## src/rtl/c4_map_pkg.sv

```systemverilog
package c4_map_pkg;

    // Kind of lead byte that opens a 13-byte block
    typedef enum logic [1:0] {
        LEAD_W,
        LEAD_X,
        LEAD_Y,
        LEAD_Z
    } lead_e;

    // Role of the bit slot currently being mapped
    typedef enum logic [1:0] {
        SLOT_DATA,
        SLOT_FIX,
        SLOT_CTRL,
        SLOT_JOPP
    } slot_e;

    // Row sequencer states
    typedef enum logic {
        ST_WAIT,
        ST_MAP
    } seq_state_e;

    // Lead byte of block blk in a row of nblk blocks
    function automatic lead_e lead_of(input int unsigned blk, input int unsigned nblk);
        if (blk == 0) begin
            return LEAD_W;
        end else if (blk == nblk - 1) begin
            return LEAD_Z;
        end else if ((blk % 4) == 1) begin
            return LEAD_X;
        end else begin
            return LEAD_Y;
        end
    endfunction

endpackage

```

## src/rtl/c4_bit_fifo.sv

```systemverilog
module c4_bit_fifo #(
    parameter int DEPTH = 128,
    localparam int AW   = $clog2(DEPTH),
    localparam int CNTW = $clog2(DEPTH + 1)
) (
    input  logic            clk,
    input  logic            rst_n,
    input  logic            push,
    input  logic            push_bit,
    input  logic            pop,
    output logic            pop_bit,
    output logic [CNTW-1:0] fill,
    output logic            ovf,
    output logic            unf
);

    logic            mem [DEPTH];
    logic [AW-1:0]   wptr_q;
    logic [AW-1:0]   rptr_q;
    logic [CNTW-1:0] cnt_q;
    logic            ovf_q;
    logic            unf_q;
    logic            empty;
    logic            full;
    logic            pop_ok;
    logic            push_ok;

    always_comb begin
        empty   = (cnt_q == '0);
        full    = (cnt_q == CNTW'(DEPTH));
        pop_ok  = pop && !empty;
        push_ok = push && (!full || pop_ok);
        pop_bit = empty ? 1'b0 : mem[rptr_q];
    end

    always_ff @(posedge clk) begin
        if (push_ok) begin
            mem[wptr_q] <= push_bit;
        end
    end

    always_ff @(posedge clk or negedge rst_n) begin
        if (!rst_n) begin
            wptr_q <= '0;
            rptr_q <= '0;
            cnt_q  <= '0;
            ovf_q  <= 1'b0;
            unf_q  <= 1'b0;
        end else begin
            if (push_ok) begin
                wptr_q <= (wptr_q == AW'(DEPTH - 1)) ? '0 : wptr_q + 1'b1;
            end
            if (pop_ok) begin
                rptr_q <= (rptr_q == AW'(DEPTH - 1)) ? '0 : rptr_q + 1'b1;
            end
            unique case ({push_ok, pop_ok})
                2'b10:   cnt_q <= cnt_q + 1'b1;
                2'b01:   cnt_q <= cnt_q - 1'b1;
                default: cnt_q <= cnt_q;
            endcase
            if (push && !push_ok) begin
                ovf_q <= 1'b1;
            end
            if (pop && empty) begin
                unf_q <= 1'b1;
            end
        end
    end

    assign fill = cnt_q;
    assign ovf  = ovf_q;
    assign unf  = unf_q;

endmodule

```

## src/rtl/c4_row_seq.sv

```systemverilog
module c4_row_seq
    import c4_map_pkg::*;
#(
    parameter int ROWS      = 9,
    parameter int BLKS      = 20,
    parameter int BLK_BYTES = 13,
    localparam int COLS = BLKS * BLK_BYTES,
    localparam int RW   = $clog2(ROWS),
    localparam int CW   = $clog2(COLS),
    localparam int BW   = $clog2(BLKS),
    localparam int YW   = $clog2(BLK_BYTES)
) (
    input  logic          clk,
    input  logic          rst_n,
    input  logic          frm_start,
    output logic          slot_act,
    output slot_e         slot_kind,
    output logic          slot_last,
    output logic          slot_rowstart,
    output logic [RW-1:0] slot_row,
    output logic [CW-1:0] slot_col
);

    seq_state_e    state_q;
    seq_state_e    state_d;
    logic [2:0]    bit_q;
    logic [YW-1:0] bib_q;
    logic [BW-1:0] blk_q;
    logic [CW-1:0] col_q;
    logic [RW-1:0] row_q;
    logic          last_col;
    lead_e         lead;

    // State register
    always_ff @(posedge clk or negedge rst_n) begin
        if (!rst_n) begin
            state_q <= ST_WAIT;
        end else begin
            state_q <= state_d;
        end
    end

    // Transitions: WAIT -> MAP on frame start; MAP holds and realigns
    always_comb begin
        state_d = state_q;
        unique case (state_q)
            ST_WAIT: if (frm_start) state_d = ST_MAP;
            ST_MAP:  state_d = ST_MAP;
        endcase
    end

    assign last_col = (col_q == CW'(COLS - 1));

    // Position counters: bit, byte in block, block, column, row
    always_ff @(posedge clk or negedge rst_n) begin
        if (!rst_n) begin
            bit_q <= '0;
            bib_q <= '0;
            blk_q <= '0;
            col_q <= '0;
            row_q <= '0;
        end else if (frm_start) begin
            bit_q <= '0;
            bib_q <= '0;
            blk_q <= '0;
            col_q <= '0;
            row_q <= '0;
        end else if (state_q == ST_MAP) begin
            if (bit_q == 3'd7) begin
                bit_q <= '0;
                col_q <= last_col ? '0 : col_q + 1'b1;
                if (bib_q == YW'(BLK_BYTES - 1)) begin
                    bib_q <= '0;
                    blk_q <= (blk_q == BW'(BLKS - 1)) ? '0 : blk_q + 1'b1;
                end else begin
                    bib_q <= bib_q + 1'b1;
                end
                if (last_col) begin
                    row_q <= (row_q == RW'(ROWS - 1)) ? '0 : row_q + 1'b1;
                end
            end else begin
                bit_q <= bit_q + 1'b1;
            end
        end
    end

    // Outputs: role of the current slot
    always_comb begin
        lead          = lead_of(32'(blk_q), BLKS);
        slot_act      = (state_q == ST_MAP);
        slot_last     = (bit_q == 3'd7);
        slot_rowstart = slot_act && (col_q == '0) && (bit_q == 3'd0);
        slot_row      = row_q;
        slot_col      = col_q;
        slot_kind     = SLOT_DATA;
        if (bib_q == '0) begin
            unique case (lead)
                LEAD_W: slot_kind = SLOT_DATA;
                LEAD_X: slot_kind = (bit_q == 3'd0) ? SLOT_CTRL : SLOT_FIX;
                LEAD_Y: slot_kind = SLOT_FIX;
                LEAD_Z: begin
                    if (bit_q < 3'd6) begin
                        slot_kind = SLOT_DATA;
                    end else if (bit_q == 3'd6) begin
                        slot_kind = SLOT_JOPP;
                    end else begin
                        slot_kind = SLOT_FIX;
                    end
                end
            endcase
        end
    end

endmodule

```

## src/rtl/c4_byte_pack.sv

```systemverilog
module c4_byte_pack #(
    parameter int RW = 4,
    parameter int CW = 9
) (
    input  logic          clk,
    input  logic          rst_n,
    input  logic          shift_en,
    input  logic          shift_bit,
    input  logic          last,
    input  logic [RW-1:0] row_in,
    input  logic [CW-1:0] col_in,
    output logic [7:0]    out_byte,
    output logic          out_vld,
    output logic [RW-1:0] out_row,
    output logic [CW-1:0] out_col
);

    logic [6:0] sh_q;

    always_ff @(posedge clk or negedge rst_n) begin
        if (!rst_n) begin
            sh_q     <= '0;
            out_byte <= '0;
            out_vld  <= 1'b0;
            out_row  <= '0;
            out_col  <= '0;
        end else begin
            out_vld <= 1'b0;
            if (shift_en) begin
                sh_q <= {sh_q[5:0], shift_bit};
                if (last) begin
                    out_byte <= {sh_q, shift_bit};
                    out_vld  <= 1'b1;
                    out_row  <= row_in;
                    out_col  <= col_in;
                end
            end
        end
    end

endmodule

```

## src/rtl/c4_mapper.sv

```systemverilog
module c4_mapper
    import c4_map_pkg::*;
#(
    parameter int ROWS        = 9,
    parameter int BLKS        = 20,
    parameter int BLK_BYTES   = 13,
    parameter int BUF_DEPTH   = 128,
    parameter int FILL_THRESH = 64,
    localparam int COLS = BLKS * BLK_BYTES,
    localparam int RW   = $clog2(ROWS),
    localparam int CW   = $clog2(COLS),
    localparam int CNTW = $clog2(BUF_DEPTH + 1)
) (
    input  logic          clk,
    input  logic          rst_n,
    input  logic          ser_bit,
    input  logic          ser_vld,
    input  logic          frm_start,
    output logic [7:0]    out_byte,
    output logic          out_vld,
    output logic [RW-1:0] out_row,
    output logic [CW-1:0] out_col,
    output logic          ovf_flag,
    output logic          unf_flag
);

    logic            slot_act;
    slot_e           slot_kind;
    logic            slot_last;
    logic            slot_rowstart;
    logic [RW-1:0]   slot_row;
    logic [CW-1:0]   slot_col;
    logic [CNTW-1:0] fill;
    logic            fifo_bit;
    logic            fifo_pop;
    logic            map_bit;
    logic            jc_q;
    logic            jc_d;

    c4_row_seq #(
        .ROWS     (ROWS),
        .BLKS     (BLKS),
        .BLK_BYTES(BLK_BYTES)
    ) u_seq (
        .clk          (clk),
        .rst_n        (rst_n),
        .frm_start    (frm_start),
        .slot_act     (slot_act),
        .slot_kind    (slot_kind),
        .slot_last    (slot_last),
        .slot_rowstart(slot_rowstart),
        .slot_row     (slot_row),
        .slot_col     (slot_col)
    );

    c4_bit_fifo #(
        .DEPTH(BUF_DEPTH)
    ) u_fifo (
        .clk     (clk),
        .rst_n   (rst_n),
        .push    (ser_vld),
        .push_bit(ser_bit),
        .pop     (fifo_pop),
        .pop_bit (fifo_bit),
        .fill    (fill),
        .ovf     (ovf_flag),
        .unf     (unf_flag)
    );

    // Justification decision, taken once at the first slot of a row
    always_ff @(posedge clk or negedge rst_n) begin
        if (!rst_n) begin
            jc_q <= 1'b0;
        end else begin
            jc_q <= jc_d;
        end
    end

    always_comb begin
        jc_d     = jc_q;
        if (slot_rowstart) begin
            jc_d = (fill < CNTW'(FILL_THRESH));
        end
        fifo_pop = 1'b0;
        map_bit  = 1'b0;
        unique case (slot_kind)
            SLOT_DATA: begin
                fifo_pop = slot_act;
                map_bit  = fifo_bit;
            end
            SLOT_JOPP: begin
                fifo_pop = slot_act && !jc_q;
                map_bit  = jc_q ? 1'b0 : fifo_bit;
            end
            SLOT_CTRL: map_bit = jc_q;
            SLOT_FIX:  map_bit = 1'b0;
        endcase
    end

    c4_byte_pack #(
        .RW(RW),
        .CW(CW)
    ) u_pack (
        .clk      (clk),
        .rst_n    (rst_n),
        .shift_en (slot_act),
        .shift_bit(map_bit),
        .last     (slot_last),
        .row_in   (slot_row),
        .col_in   (slot_col),
        .out_byte (out_byte),
        .out_vld  (out_vld),
        .out_row  (out_row),
        .out_col  (out_col)
    );

endmodule

```

## config.mk

```make
export PLATFORM = sky130hd
export DESIGN_NAME = c4_mapper
export DESIGN_NICKNAME = d
export VERILOG_FILES = /design/src/rtl/c4_map_pkg.sv /design/src/rtl/c4_bit_fifo.sv /design/src/rtl/c4_row_seq.sv /design/src/rtl/c4_byte_pack.sv /design/src/rtl/c4_mapper.sv
export SDC_FILE = /design/constraint.sdc
export NUM_CORES = 1
export LEC_CHECK = 0
export ABC_AREA = 1
export BUFFER_PORTS_ARGS = -buffer_cell sky130_fd_sc_hd__buf_2
export CORE_MARGIN = 10
export CORE_UTILIZATION = 50
export CTS_CLUSTER_DIAMETER = 30
export CTS_CLUSTER_SIZE = 30
export DETAILED_ROUTE_END_ITERATION = 7
export PLACE_DENSITY = 0.67
export REMOVE_ABC_BUFFERS = 1
export SYNTH_ARGS = -nofsm -noshare
export SYNTH_HDL_FRONTEND = slang
export SYNTH_HIERARCHICAL = 1
export SYNTH_SLANG_ARGS = --single-unit
export TNS_END_PERCENT = 50
```

## constraint.sdc

```tcl
create_clock -name clk -period 4.5 [get_ports clk]
set_input_delay 0.675 -clock clk [delete_from_list [all_inputs] [get_ports clk]]
set_output_delay 0.675 -clock clk [all_outputs]
set_load 0.03 [all_outputs]
```

# After elaboration in Yosys (flattened, before gate mapping)
# Memory sizes are Yosys's and may differ from the RTL's.
# Index checks and enable logic that the tools add are counted.
# W data, S select, Z words.
[word_totals] memories=1 inputBits=5 word_cells=118 output_inout_bits=24 mem_bits_rw=128 reg_bits=80
[classes] magnitude_cmp=2 muxes=42 n_addsub=9 eq_ne=18 reduce_logical=28 bitwise=1
[memory_table] name="u_fifo.mem" words=128 width=1 read_ports=1 rd_clocked_by_memory_dff=0 write_ports=1 line="c4_bit_fifo.sv:17" rtl="logic mem [DEPTH];"
[ops] operator="$mux W4" count=9
[ops] operator="$mux W9" count=4
[ops] operator="$mux W5" count=5
[ops] operator="$pmux W8 S2" count=1
[ops] operator="$add A7 B1 Y7 const B" count=2
[ops] operator="$eq A7 B7 Y1 const B" count=2
[ops] operator="$mux W2" count=7
[ops] operator="$mux W7" count=2
[ops] operator="$eq A2 B2 Y1 const B" count=5
[ops] operator="$reduce_bool A2 Y1" count=5
[ops] operator="$add A9 B1 Y9 const B" count=1
[ops] operator="$eq A9 B9 Y1 const B" count=1
[ops] operator="$logic_not A9 Y1" count=1
[ops] operator="$mux W3" count=3
[ops] operator="$add A4 B1 Y4 const B" count=2
[ops] operator="$add A8 B1 Y8 const B" count=1
[ops] operator="$eq A2 B1 Y1 const B" count=4
[ops] operator="$eq A4 B4 Y1 const B" count=2
[ops] operator="$eq A8 B8 Y1 const B" count=1
[ops] operator="$logic_not A8 Y1" count=1
[ops] operator="$lt A8 B7 Y1 const B" count=1
[ops] operator="$pmux W2 S4" count=1
[ops] operator="$sub A8 B1 Y8 const B" count=1
[ops] operator="$logic_and A1 B1 Y1" count=7
[ops] operator="17 further kinds" count=31

# Longest topological paths before layout
# Gate-level depths: netlist of run 1.
[logic_depth] ltp_word=14 mapped_depth=26

# Cells and area by module
# The synthesis of run 1 kept the hierarchy.
[by_module_without_submodules] module="c4_bit_fifo" area_each_um2=7514.7 seq_area_each_um2=4444.3 cells_each=791 n_inst=1
[by_module_without_submodules] module="c4_row_seq" area_each_um2=1737.9 seq_area_each_um2=650.6 cells_each=232 n_inst=1
[by_module_without_submodules] module="c4_byte_pack" area_each_um2=1162.4 seq_area_each_um2=725.7 cells_each=123 n_inst=1
[by_module_without_submodules] module="c4_mapper" area_each_um2=141.4 seq_area_each_um2=25.0 cells_each=21 n_inst=1

# Worst setup path before layout of run 1
# No wires, ideal clock.
[synth_path] path_kind="register to register" start="reg u_seq.blk_q[0]" end="reg u_fifo.cnt_q[7] (netlist: u_fifo/fill[7])" required_ns=4.387 synth_period_minus_slack_ns=3.513 slack_ns=0.987 n_path_buf=1 arrival_ns=3.400 stages_incl_launch_ff=26 cell_sequence="dfrtp_1 -> ha_1 -> nand2_1 -> nor2_1 -> nand4_1 -> a21oi_1 -> inv_1 -> ha_1 -> inv_1 -> nand2_1 -> a21oi_1 -> inv_1 -> nor2_2 -> buf_6 -> nand2_2 -> inv_1 -> ha_1 -> a21oi_1 -> nand2_1 -> nand2_1 -> o211ai_1 -> o21bai_1 -> nand2_1 -> nand2_1 -> nand2_1 -> inv_1"
[synth_via] elab_chain_len=14 word_cells_on_any_way=22
[synth_rtl] item="start, declared" line="c4_row_seq.sv:28" rtl="logic [BW-1:0] blk_q;"
[synth_rtl] item="start signal, assigned" line="c4_row_seq.sv:74" rtl="blk_q <= (blk_q == BW'(BLKS - 1)) ? '0 : blk_q + 1'b1;"
[synth_rtl] item="$eq A2 B1 Y1" line="c4_map_pkg.sv:31" rtl="end else if ((blk % 4) == 1) begin"
[synth_rtl] item="$mux W2" line="c4_map_pkg.sv:31"
[synth_rtl] item="$mux W2" line="c4_map_pkg.sv:29" rtl="end else if (blk == nblk - 1) begin"
[synth_rtl] item="$mux W2 *" line="c4_map_pkg.sv:27" rtl="if (blk == 0) begin"
[synth_rtl] item="$eq A2 B2 Y1 (tied with other cells)" line="c4_row_seq.sv:97" rtl="unique case (lead)"
[synth_rtl] item="$pmux W2 S4 *" line="c4_row_seq.sv:97"
[synth_rtl] item="$mux W2 *" line="c4_row_seq.sv:96" rtl="if (bib_q == '0) begin"
[synth_rtl] item="named net slot_kind[1]" line="c4_mapper.sv:28" rtl="slot_e slot_kind;"
[synth_rtl] item="$eq A2 B2 Y1 or $logic_not A2 Y1 (tied branches)" line="c4_mapper.sv:86" rtl="unique case (slot_kind)"
[synth_rtl] item="$pmux W1 S2 *" line="c4_mapper.sv:86"
[synth_rtl] item="named net fifo_pop" line="c4_mapper.sv:35" rtl="logic fifo_pop;"
[synth_rtl] item="$logic_and A1 B1 Y1 *" line="c4_bit_fifo.sv:31" rtl="pop_ok = pop && !empty;"
[synth_rtl] item="$logic_or A1 B1 Y1" line="c4_bit_fifo.sv:32" rtl="push_ok = push && (!full || pop_ok);"
[synth_rtl] item="$logic_and A1 B1 Y1" line="c4_bit_fifo.sv:32"
[synth_rtl] item="$eq A2 B1 Y1 or $eq A2 B2 Y1 (tied branches)" line="c4_bit_fifo.sv:56" rtl="unique case ({push_ok, pop_ok})"
[synth_rtl] item="$pmux W8 S2 or $reduce_bool A2 Y1 (tied branches)"
[synth_rtl] item="end signal, assigned" line="c4_bit_fifo.sv:57" rtl="2'b10: cnt_q <= cnt_q + 1'b1;"
[synth_rtl] item="end signal, assigned" line="c4_bit_fifo.sv:58" rtl="2'b01: cnt_q <= cnt_q - 1'b1;"
[synth_rtl] item="end signal, assigned" line="c4_bit_fifo.sv:59" rtl="default: cnt_q <= cnt_q;"
[synth_rtl] item="end, declared" line="c4_bit_fifo.sv:20" rtl="logic [CNTW-1:0] cnt_q;"
# The timed path passes the listed nets; every way through them passes the cells marked *.
# A chain may end at the register's enable or synchronous reset.

# Worst setup path after layout of run 1
# Same ends and word-level chain as after synthesis.

==> results of run 1 <==
==> flip-flops by register name, indices dropped and copies added (netlist names), 4 cells and up <==
| register | flops |
|---|---|
| u_fifo/mem | 128 |
| u_pack/out_col | 9 |
| u_seq/bib_q | 4 |
| u_seq/slot_row | 4 |
| u_fifo/rptr_q | 7 |
| u_pack/sh_q | 7 |
| u_seq/slot_col | 9 |
| u_seq/blk_q | 5 |
| u_pack/out_byte | 8 |
| u_pack/out_row | 4 |
| u_fifo/wptr_q | 7 |
| u_fifo/fill | 8 |
==> worst paths after layout <==
check / slack (ns) / cells after the start / from / endpoint
min: 0.34 / 1 / rst_n / u_fifo/fill[5]$_DFFE_PN0P_
max: 0.40 / 24 / u_seq/blk_q[0]$_DFFE_PN0P_ / u_fifo/fill[7]$_DFFE_PN0P_
min in group clk: 0.46 / 2 / u_pack/out_row[0]$_DFFE_PN0P_ / u_pack/out_row[0]$_DFFE_PN0P_
max reg2reg: 0.40 / 24 / u_seq/blk_q[0]$_DFFE_PN0P_ / u_fifo/fill[7]$_DFFE_PN0P_
min reg2reg: 0.46 / 2 / u_pack/out_row[0]$_DFFE_PN0P_ / u_pack/out_row[0]$_DFFE_PN0P_
max in group asynchronous: 3.47 / 1 / rst_n / u_fifo/rptr_q[0]$_DFFE_PN0N_
==> where the power goes <==
part | switching [W] | total, W | internal [W]
combinational | 0.00148 | 0.00214 | 0.000651
clock | 0.000964 | 0.00306 | 0.00210
sequential | 0.000285 | 0.00252 | 0.00223
total | 0.00273 | 0.00772 | 0.00498
==> worst register-to-register path, delay by kind of cell, from the launching register on <==
kind / cells / cell delay (ns)
AND/OR/NAND/NOR: 11 / 1.10
adder cells (fa/ha/maj): 3 / 0.88
flip-flops: 1 / 0.40
AO/OA/AOI/OAI: 5 / 1.06
buffers and inverters: 5 / 0.54
==> area by class of cell <==
class                      instances  area (um^2)
fill                            1837         8730
sequential                       208         5850
multi-input combinational        796         3880
clock buffer                      56         1210
inverter                         115          440
tap                              275          344
clock inverter                    22          223
timing repair buffer              37          210
==> cells in the final DEF, fill, tap and decap left out, types with 3 or more instances in the layout <==
cell         n
inv_1      104
inv_2        6
nand3_1     93
clkbuf_8     6
nand4_1     12
bufinv_16    4
o21ai_0     59
nor2_1     259
o21bai_1     3
a21oi_1     15
nand4_4      3
clkinv_1     5
nand2_1    243
nand2_2      8
clkbuf_16   44
edfxtp_1   128
xor2_1      13
o211ai_1     9
buf_4       10
inv_6        3
o21ai_1     13
ha_1        25
dfrtp_1     79
nand4_2      5
clkbuf_1     6
nor3_1       6
buf_2       27
clkinv_2    11
==> through the flow <==
stage	area (um^2)	instances	utilization (%)	hold WS, ns	setup slack [ns]
2_1_floorplan	10200	1119	-	0.379	0.884
3_3_place_gp	10700	1431	51.3	0.451	0.728
3_5_place_dp	10700	1431	51.3	0.453	0.470
4_1_cts	12200	1509	58.2	0.377	0.421
5_1_grt	12200	1509	58.2	0.414	0.0141
6_report	12200	1509	58.2	0.338	0.400
==> synthesized netlist by cell type (all sizes together), types with 4 or more instances <==
cell type	number	share of area, %
ha	25	3.0
nand2	253	9.3
dfrtp	80	19
a21oi	16	0.79
inv	112	4.1
nor3	8	0.47
nand3	95	4.7
buf	44	3.5
edfxtp	128	36
clkbuf	4	0.14
nand4	20	1.9
o211ai	11	0.88
nor2	263	9.7
xor2	13	1.1
o21ai	74	3.6
==> cells by family after synthesis <==
family	synth area share, %
flops	55.4
simple gates	26.3
compound gates	6.09
xor+xnor	1.24
buf+inv	7.83
fa+ha+maj	3.15
==> layer usage <==
metal	wire, um	global-route usage, %	vias up
met5	0	0	-
met4	619	6.42	0
met3	1190	3.27	55
met2	11900	30.7	202
met1	9870	21.0	3815
li1	-	-	3890
==> flow_metrics.py, run 1 <==
metrics = {
    "cells_and_area": {
        "fin_nets": 1232,
        "num_antenna_cells": 0,
        "drive_above_1_share_pct": 12.1,
        "area_growth_pct": 15.1,
    },
    "placement": {
        "io_buffer_count": 28,
        "routabilityCongestion": 0.838,
        "dp_hpwl_mm": 14.2,
    },
    "global_route": {
        "grt_pass1_wl_mm": 38.7,
        "grt_pass1_vias": 7920,
        "grt_max_degree": 81,
        "antenna_found_initial": 0,
        "grt_usage_pct": 17.5,
        "grt_overflow_total": 0,
    },
    "clock_network": {
        "numCtsBuffers": 43,
        "post_cts_buffers": 0,
        "clk_path_buf_depth": 3,
        "tritoncts": "yes",
        "path_clk_slew_ns": 0.05,
        "hold_buffers": 0,
        "cts-resized-gates": 0,
        "htreeDepth": 2,
        "insertion_delay_ns": 0.52,
        "clockRootBuffer": "clkbuf_16",
        "cts_sinks": 208,
    },
    "timing": {
        "fin_tns_setup_ns": 0,
        "slew_headroom_pct": 32.1,
        "drv_slew": 0,
        "worstMarginPinSlew_ns": 1.02,
        "period_needed_ns": 4.10,
        "clock_skew_ns": 0.0243,
        "hold_violations": 0,
        "period_share_pct": 91.1,
        "fmax_mhz": 244,
        "setup_viol": 0,
        "rsz0062_at_grt": "no",
    },
    "floorplan": {
        "initial_utilization_pct": 50.5,
        "dieHeight_um": 165,
        "die_x_um": 165,
        "core.rowCount": 53,
        "boundaryPins": 29,
        "coreArea_um2": 20900,
        "die-area_um2": 27300,
    },
    "critical_path": {
        "critPathMaxFanout": 7,
        "crit_required_ns": 4.91,
        "cp_common_cell": "nand2_1",
        "cp_top_family": "simple AND/OR/NAND/NOR gates",
        "cp_slowest_stage_delay_ns": 0.40,
        "path_cells": "ha_1 > nand2_1 > nor2_1 > nand4_1 > a21oi_1 > inv_1 > ha_1 > inv_1 > nand2_1 > a21oi_1 > inv_1 > nor2_2 > nand2_2 > inv_1 > ha_1 > a21oi_1 > nand2_1 > nand2_1 > o211ai_1 > o21bai_1 > nand2_1 > nand2_1 > nand2_1 > inv_1",
        "end_kind": "flop",
        "worst-setup-path-type": "reg2reg",
        "critPathBufInv": 5,
        "critPathArrivalTime_ns": 4.51,
        "cp-start-kind": "flop",
        "cp_slowest_cell": "dfrtp_1",
    },
    "synth": {
        "ys_ff_latch": 208,
        "ys.flop_type": "edfxtp_1",
        "syn_area_um2": 10600,
        "synth.distinct_cells": 51,
        "synthCells": 1167,
        "async_reset_ff_share_pct": 38.5,
        "syn_area_per_cell_um2": 9.05,
        "synth_edf_count": 128,
        "ys_warn_count": 6,
        "ys_seq_area_share_pct": 55.4,
    },
    "power_and_ir_drop": {
        "p_per_area_nw_per_um2": 635,
        "p_leak_nw": 5.21,
        "ir_drop_v": 0.000297,
        "power.total_w": 0.00772,
    },
    "run_status": {
        "outcome": "finished clean",
    },
    "hold_path": {
        "min_path_type": "in2async",
    },
    "routing": {
        "finalWirelength_mm": 23.6,
        "routedWlPerCell_um": 15.7,
        "via_per_inst": 5.28,
        "first_iter_violations": 617,
        "num_vias": 7962,
        "dr.pass1.iters": 5,
        "drc": 0,
        "final_antenna_net_count": 0,
    },
    "flow_run": {
        "maxCapViolCount": 0,
    },
}
Power figures use the tool's default switching activity.
==> run 2, diff against run 1 <==
--- a/config.mk
+++ b/config.mk
@@ -12,7 +12,7 @@
 export CTS_CLUSTER_DIAMETER = 30
 export CTS_CLUSTER_SIZE = 30
 export DETAILED_ROUTE_END_ITERATION = 7
-export PLACE_DENSITY = 0.67
+export PLACE_DENSITY = 0.71
 export REMOVE_ABC_BUFFERS = 1
 export SYNTH_ARGS = -nofsm -noshare
 export SYNTH_HDL_FRONTEND = slang
==> run 2 against run 1 <==
  * Design area shrank 0.54%
  * Clock power shrank 2%
  * Worst setup slack gained 0.035 ns
  * First-iteration DRC count grew 1.5%
  * Hold slack lost 0.0033 ns
  * Sequential share of layout area grew 0.26 points
  * Power shrank 0.90%
  * Critical path type unchanged
  * Largest cell class unchanged
==> flow_metrics.py, run 2 (synthesis gave the netlist of run 1 again) <==
metrics = {
    "run_status": {
        "outcome": "finished clean",
    },
    "routing": {
        "finalWirelength_mm": 23.9,
        "routedWlPerCell_um": 15.9,
        "final_antenna_net_count": 0,
        "dr.pass1.iters": 5,
        "first_iter_violations": 626,
        "via_per_inst": 5.32,
        "drc": 0,
        "num_vias": 7997,
    },
    "cells_and_area": {
        "largest_register": "u_fifo/mem",
        "area_growth_pct": 14.5,
        "num_antenna_cells": 0,
        "final_common_cell": "nor2_1",
        "largest_reg_flops": 128,
        "most-common-layout-cells": "nor2_1 (258), nand2_1 (243), edfxtp_1 (128)",
        "fin_nets": 1228,
        "drive_above_1_share_pct": 11.6,
    },
    "flow_run": {
        "maxCapViolCount": 0,
    },
    "power_and_ir_drop": {
        "clkPwrFrac_pct": 39.2,
        "p_leak_nw": 5.17,
        "ir_drop_v": 0.000334,
        "p_per_area_nw_per_um2": 633,
        "internal_power_w": 0.00489,
        "switching_share_pct": 36.0,
        "seqPwrFrac_pct": 32.6,
        "power.total_w": 0.00765,
        "switching_power_w": 0.00276,
        "comb_power_share_pct": 28.2,
    },
    "clock_network": {
        "clockRootBuffer": "clkbuf_16",
        "tritoncts": "yes",
        "clk_path_buf_depth": 3,
        "cts_sinks": 208,
        "insertion_delay_ns": 0.54,
        "htreeDepth": 2,
        "hold_buffers": 0,
        "numCtsBuffers": 42,
        "path_clk_slew_ns": 0.05,
    },
    "global_route": {
        "grt_usage_pct": 17.5,
        "grt_max_degree": 86,
        "grt_overflow_total": 0,
        "grt_pass1_vias": 7775,
        "antenna_found_initial": 0,
        "grt_pass1_wl_mm": 38.6,
    },
    "timing": {
        "worstMarginPinSlew_ns": 1.04,
        "slew_headroom_pct": 31.0,
        "period_share_pct": 90.3,
        "hold_violations": 0,
        "fin_tns_setup_ns": 0,
        "clock_skew_ns": 0.0252,
        "rsz0062_at_grt": "no",
        "setup_viol": 0,
        "period_needed_ns": 4.06,
        "fmax_mhz": 246,
        "drv_slew": 0,
    },
    "floorplan": {
        "initial_utilization_pct": 50.5,
        "coreArea_um2": 20900,
        "dieHeight_um": 165,
        "die-area_um2": 27300,
        "boundaryPins": 29,
        "core.rowCount": 53,
        "die_x_um": 165,
    },
    "critical_path": {
        "cp_slowest_cell": "dfrtp_1",
        "critPathArrivalTime_ns": 4.48,
        "worst-setup-path-type": "reg2reg",
        "cp-start-kind": "flop",
        "cp_slowest_stage_delay_ns": 0.41,
        "cp_common_cell": "nand2_1",
        "critPathMaxFanout": 11,
        "end_kind": "flop",
        "crit_required_ns": 4.91,
    },
    "placement": {
        "dp_hpwl_mm": 14.1,
        "routabilityCongestion": 0.862,
        "io_buffer_count": 28,
    },
    "hold_path": {
        "min_path_type": "in2async",
    },
}
## run 2: cell types whose count changed in the layout (fill, tap and decap cells not counted), moves of 2 or more
cell | before | now
buf_4 | 10 | 7
clkbuf_8 | 6 | 2
clkinv_1 | 5 | 8
clkinv_2 | 11 | 8
clkinv_4 | 1 | 3
## run 2: layout make-up
| cell class | count | area, um^2 |
|---|---|---|
| Clock buffer | 51 | 1130 |
| Tap cell | 275 | 344 |
| Clock inverter | 25 | 258 |
| Timing Repair Buffer | 34 | 188 |
| Sequential cell | 208 | 5850 |
| Fill cell | 1808 | 8800 |
| Multi-Input combinational cell | 796 | 3890 |
| Inverter | 115 | 440 |
## run 2: critical path, delay by kind of cell, from the launching register on
| kind | cells | cell delay (ns) |
|---|---|---|
| simple gates | 11 | 0.99 |
| flops | 1 | 0.41 |
| buf+inv | 6 | 0.66 |
| compound gates | 5 | 1.02 |
| fa+ha+maj | 3 | 0.91 |
## run 2: final timing paths
| kind | start | endpoint | slack [ns] | cells past startpoint |
|---|---|---|---|---|
| max reg2reg | u_seq/blk_q[0]$_DFFE_PN0P_ | u_fifo/fill[7]$_DFFE_PN0P_ | 0.44 | 25 |
| min in group clk | u_pack/out_col[5]$_DFFE_PN0P_ | u_pack/out_col[5]$_DFFE_PN0P_ | 0.46 | 2 |
| max | u_seq/blk_q[0]$_DFFE_PN0P_ | u_fifo/fill[7]$_DFFE_PN0P_ | 0.44 | 25 |
| min | rst_n | u_fifo/fill[6]$_DFFE_PN0P_ | 0.33 | 1 |
| max in group asynchronous | rst_n | u_fifo/rptr_q[0]$_DFFE_PN0N_ | 3.45 | 1 |
| min reg2reg | u_pack/out_col[5]$_DFFE_PN0P_ | u_pack/out_col[5]$_DFFE_PN0P_ | 0.46 | 2 |
## run 2: per-stage QoR
stage	cells	instance area, um^2	util (%)	hold slack [ns]	setup slack [ns]
floorplan	1119	10200	-	0.379	0.884
global placement	1428	10700	51.2	0.451	0.658
detailed placement	1428	10700	51.2	0.453	0.495
CTS	1504	12100	57.9	0.375	0.434
global route	1504	12100	57.9	0.406	0.0457
finish	1504	12100	57.9	0.335	0.435
## run 2: power by group through the flow
stage               logic, W  registers (W)  clock network, W
detailed placement   0.00213        0.00252                 0
CTS                  0.00215        0.00249           0.00304
global placement     0.00208        0.00251                 0
floorplan            0.00139        0.00257                 0
global route         0.00241        0.00252           0.00314
finish               0.00216        0.00249           0.00300
## run 2: layer usage
metal  track usage (%)  share of wire, %
met5                 0                 0
met4              6.74               2.6
met3              3.54               5.9
met2              30.0                50
met1              21.3                41
## run 2: repair_timing
| action | in CTS | in global routing |
|---|---|---|
| endpoints found under the setup margin | 0 | 1 |
| gates resized for setup | 0 | 1 |
| buffers inserted | 0 | 0 |
==> run 3, diff against run 2 <==
--- a/config.mk
+++ b/config.mk
@@ -7,7 +7,7 @@
 export LEC_CHECK = 0
 export ABC_AREA = 1
 export BUFFER_PORTS_ARGS = -buffer_cell sky130_fd_sc_hd__buf_2
-export CORE_MARGIN = 10
+export CORE_MARGIN = 3
 export CORE_UTILIZATION = 50
 export CTS_CLUSTER_DIAMETER = 30
 export CTS_CLUSTER_SIZE = 30
==> constraint.sdc (replaced) <==
create_clock -name clk -period 4.6 [get_ports clk]
set_input_delay 0.69 -clock clk [delete_from_list [all_inputs] [get_ports clk]]
set_output_delay 0.69 -clock clk [all_outputs]
set_load 0.03 [all_outputs]
==> run 3 against run 2 <==
  * Sequential cell count unchanged
  * Design area is essentially flat
  * Worst setup slack better by 0.16 ns
  * Final cell count about the same
  * Core utilization grew 1.1 points
  * Global-route usage is 3.3 points higher
  * Wire length is 2.0% lower
  * Clock-buffer cell count is 10 higher
  * Maximum frequency up 1.6%
  * Critical endpoint unchanged
==> flow_metrics.py, run 3 (synthesis gave the netlist of run 1 again) <==
metrics = {
    "run_status": {
        "outcome": "finished clean",
    },
    "cells_and_area": {
        "final_common_cell": "nor2_1",
        "largest_register": "u_fifo/mem",
        "regArea_um2": 5850,
        "multi_input_area_um2": 3890,
        "fin_nets": 1229,
        "fin_area_um2": 12100,
        "drive_above_1_share_pct": 11.6,
        "largest_reg_flops": 128,
        "num_antenna_cells": 0,
        "fin_util_pct": 59.0,
        "most-common-layout-cells": "nor2_1 (258), nand2_1 (243), edfxtp_1 (128)",
        "fillers": 1703,
        "area_growth_pct": 14.6,
    },
    "floorplan": {
        "coreArea_um2": 20500,
        "die_x_um": 151,
        "core.rowCount": 52,
        "dieHeight_um": 151,
        "die-area_um2": 22900,
        "initial_utilization_pct": 51.5,
        "boundaryPins": 29,
    },
    "critical_path": {
        "worst-setup-path-type": "reg2reg",
        "critPathMaxFanout": 11,
        "critPathArrivalTime_ns": 4.41,
        "r2r_slack_ns": 0.60,
        "cp-start-kind": "flop",
        "crit_required_ns": 5.01,
        "end_kind": "flop",
    },
    "timing": {
        "setup_viol": 0,
        "drv_slew": 0,
        "period_share_pct": 87.0,
        "hold_violations": 0,
        "fin_ws_ns": 0.600,
        "worstMarginPinSlew_ns": 1.03,
        "period_needed_ns": 4.00,
        "rsz0062_at_grt": "no",
        "fin_tns_setup_ns": 0,
        "clock_skew_ns": 0.0153,
        "slew_headroom_pct": 31.0,
        "fmax_mhz": 250,
    },
    "clock_network": {
        "clockRootBuffer": "clkbuf_16",
        "post_cts_buffers": 0,
        "insertion_delay_ns": 0.52,
        "htreeDepth": 2,
        "path_clk_slew_ns": 0.04,
        "hold_buffers": 0,
        "clk_path_buf_depth": 3,
        "numCtsBuffers": 44,
        "tritoncts": "yes",
        "cts_sinks": 208,
    },
    "power_and_ir_drop": {
        "p_leak_nw": 5.17,
        "ir_drop_v": 0.000253,
        "power.total_w": 0.00743,
        "p_per_area_nw_per_um2": 615,
    },
    "hold_path": {
        "min_path_type": "in2async",
    },
    "global_route": {
        "grt_max_degree": 81,
        "grt_usage_pct": 20.8,
        "grt_pass1_vias": 7599,
        "grt_pass1_wl_mm": 37.9,
        "grt_overflow_total": 0,
        "antenna_found_initial": 0,
    },
    "flow_run": {
        "maxCapViolCount": 0,
    },
    "routing": {
        "finalWirelength_mm": 23.4,
        "first_iter_violations": 713,
        "num_vias": 7936,
        "via_per_inst": 5.28,
        "dr.pass1.iters": 5,
        "drc": 0,
        "final_antenna_net_count": 0,
        "routedWlPerCell_um": 15.5,
    },
    "placement": {
        "io_buffer_count": 28,
        "place_ws_ns": 0.297,
        "dp_hpwl_mm": 13.8,
        "place_area_um2": 10700,
        "routabilityCongestion": 0.827,
    },
}
## run 3: cell types whose count changed in the layout (fill, tap and decap cells not counted), sizes merged
cell      before  now
inv          116  114
buf           34   33
clkinvlp       1    2
clkbuf        51   61
bufinv         4    2
clkinv        19   17
## run 3: area by class of cell
| class | instances | share of cell area, % |
|---|---|---|
| sequential | 208 | 48.3 |
| multi-input combinational | 796 | 32.2 |
| inverter | 115 | 3.64 |
| timing repair buffer | 33 | 1.49 |
| tap | 270 | 2.79 |
| clock buffer | 61 | 10.2 |
| clock inverter | 20 | 1.29 |
## run 3: routing by layer
metal	vias to the layer above	share of wire, %	GRT usage [%]
met3	27	6.4	3.95
met5	-	0	0
met4	0	1.5	6.84
li1	3903	-	-
met1	3771	43	27.8
met2	235	49	34.2
## run 3: metrics by stage
step / hold slack, ns / instances
CTS: 0.404 / 1503
global route: 0.441 / 1503
finish: 0.348 / 1503
detailed placement: 0.453 / 1422
floorplan: 0.394 / 1119
global placement: 0.451 / 1422
## run 3: worst paths after layout
path / startpoint / endpoint / cells after the start
max: u_seq/blk_q[0]$_DFFE_PN0P_ / u_fifo/fill[7]$_DFFE_PN0P_ / 24
max in group asynchronous: rst_n / u_fifo/rptr_q[0]$_DFFE_PN0N_ / 1
min in group clk: u_pack/out_byte[4]$_DFFE_PN0P_ / u_pack/out_byte[4]$_DFFE_PN0P_ / 2
max reg2reg: u_seq/blk_q[0]$_DFFE_PN0P_ / u_fifo/fill[7]$_DFFE_PN0P_ / 24
min: rst_n / u_pack/out_byte[6]$_DFFE_PN0P_ / 1
min reg2reg: u_pack/out_byte[4]$_DFFE_PN0P_ / u_pack/out_byte[4]$_DFFE_PN0P_ / 2
## run 3: what timing repair did
item,4_1_cts,5_1_grt
resized for setup,0,3
setup endpoints to repair,0,3
hold endpoints to repair,0,0
## run 3: worst max-delay path, stage by stage, from the launching register on
cell,delay [ns]
dfrtp_1,0.41
ha_1,0.27
nand2_1,0.09
nor2_2,0.20
nand4_1,0.11
a21oi_1,0.25
inv_1,0.10
ha_1,0.28
inv_1,0.05
nand2_1,0.05
a21oi_2,0.20
inv_1,0.12
nor2_4,0.23
nand2_2,0.10
inv_1,0.23
ha_1,0.35
a21oi_1,0.22
nand2_1,0.11
nand2_1,0.07
o211ai_1,0.09
o21bai_1,0.18
nand2_1,0.06
nand2_1,0.04
nand2_1,0.05
inv_1,0.03
## run 3: where the power goes
part / switching, W / leakage, nW / internal (W)
clock network: 0.000935 / 0.684 / 0.00197
logic: 0.00146 / 2.30 / 0.000629
registers: 0.000256 / 2.18 / 0.00219
total: 0.00265 / 5.17 / 0.00478
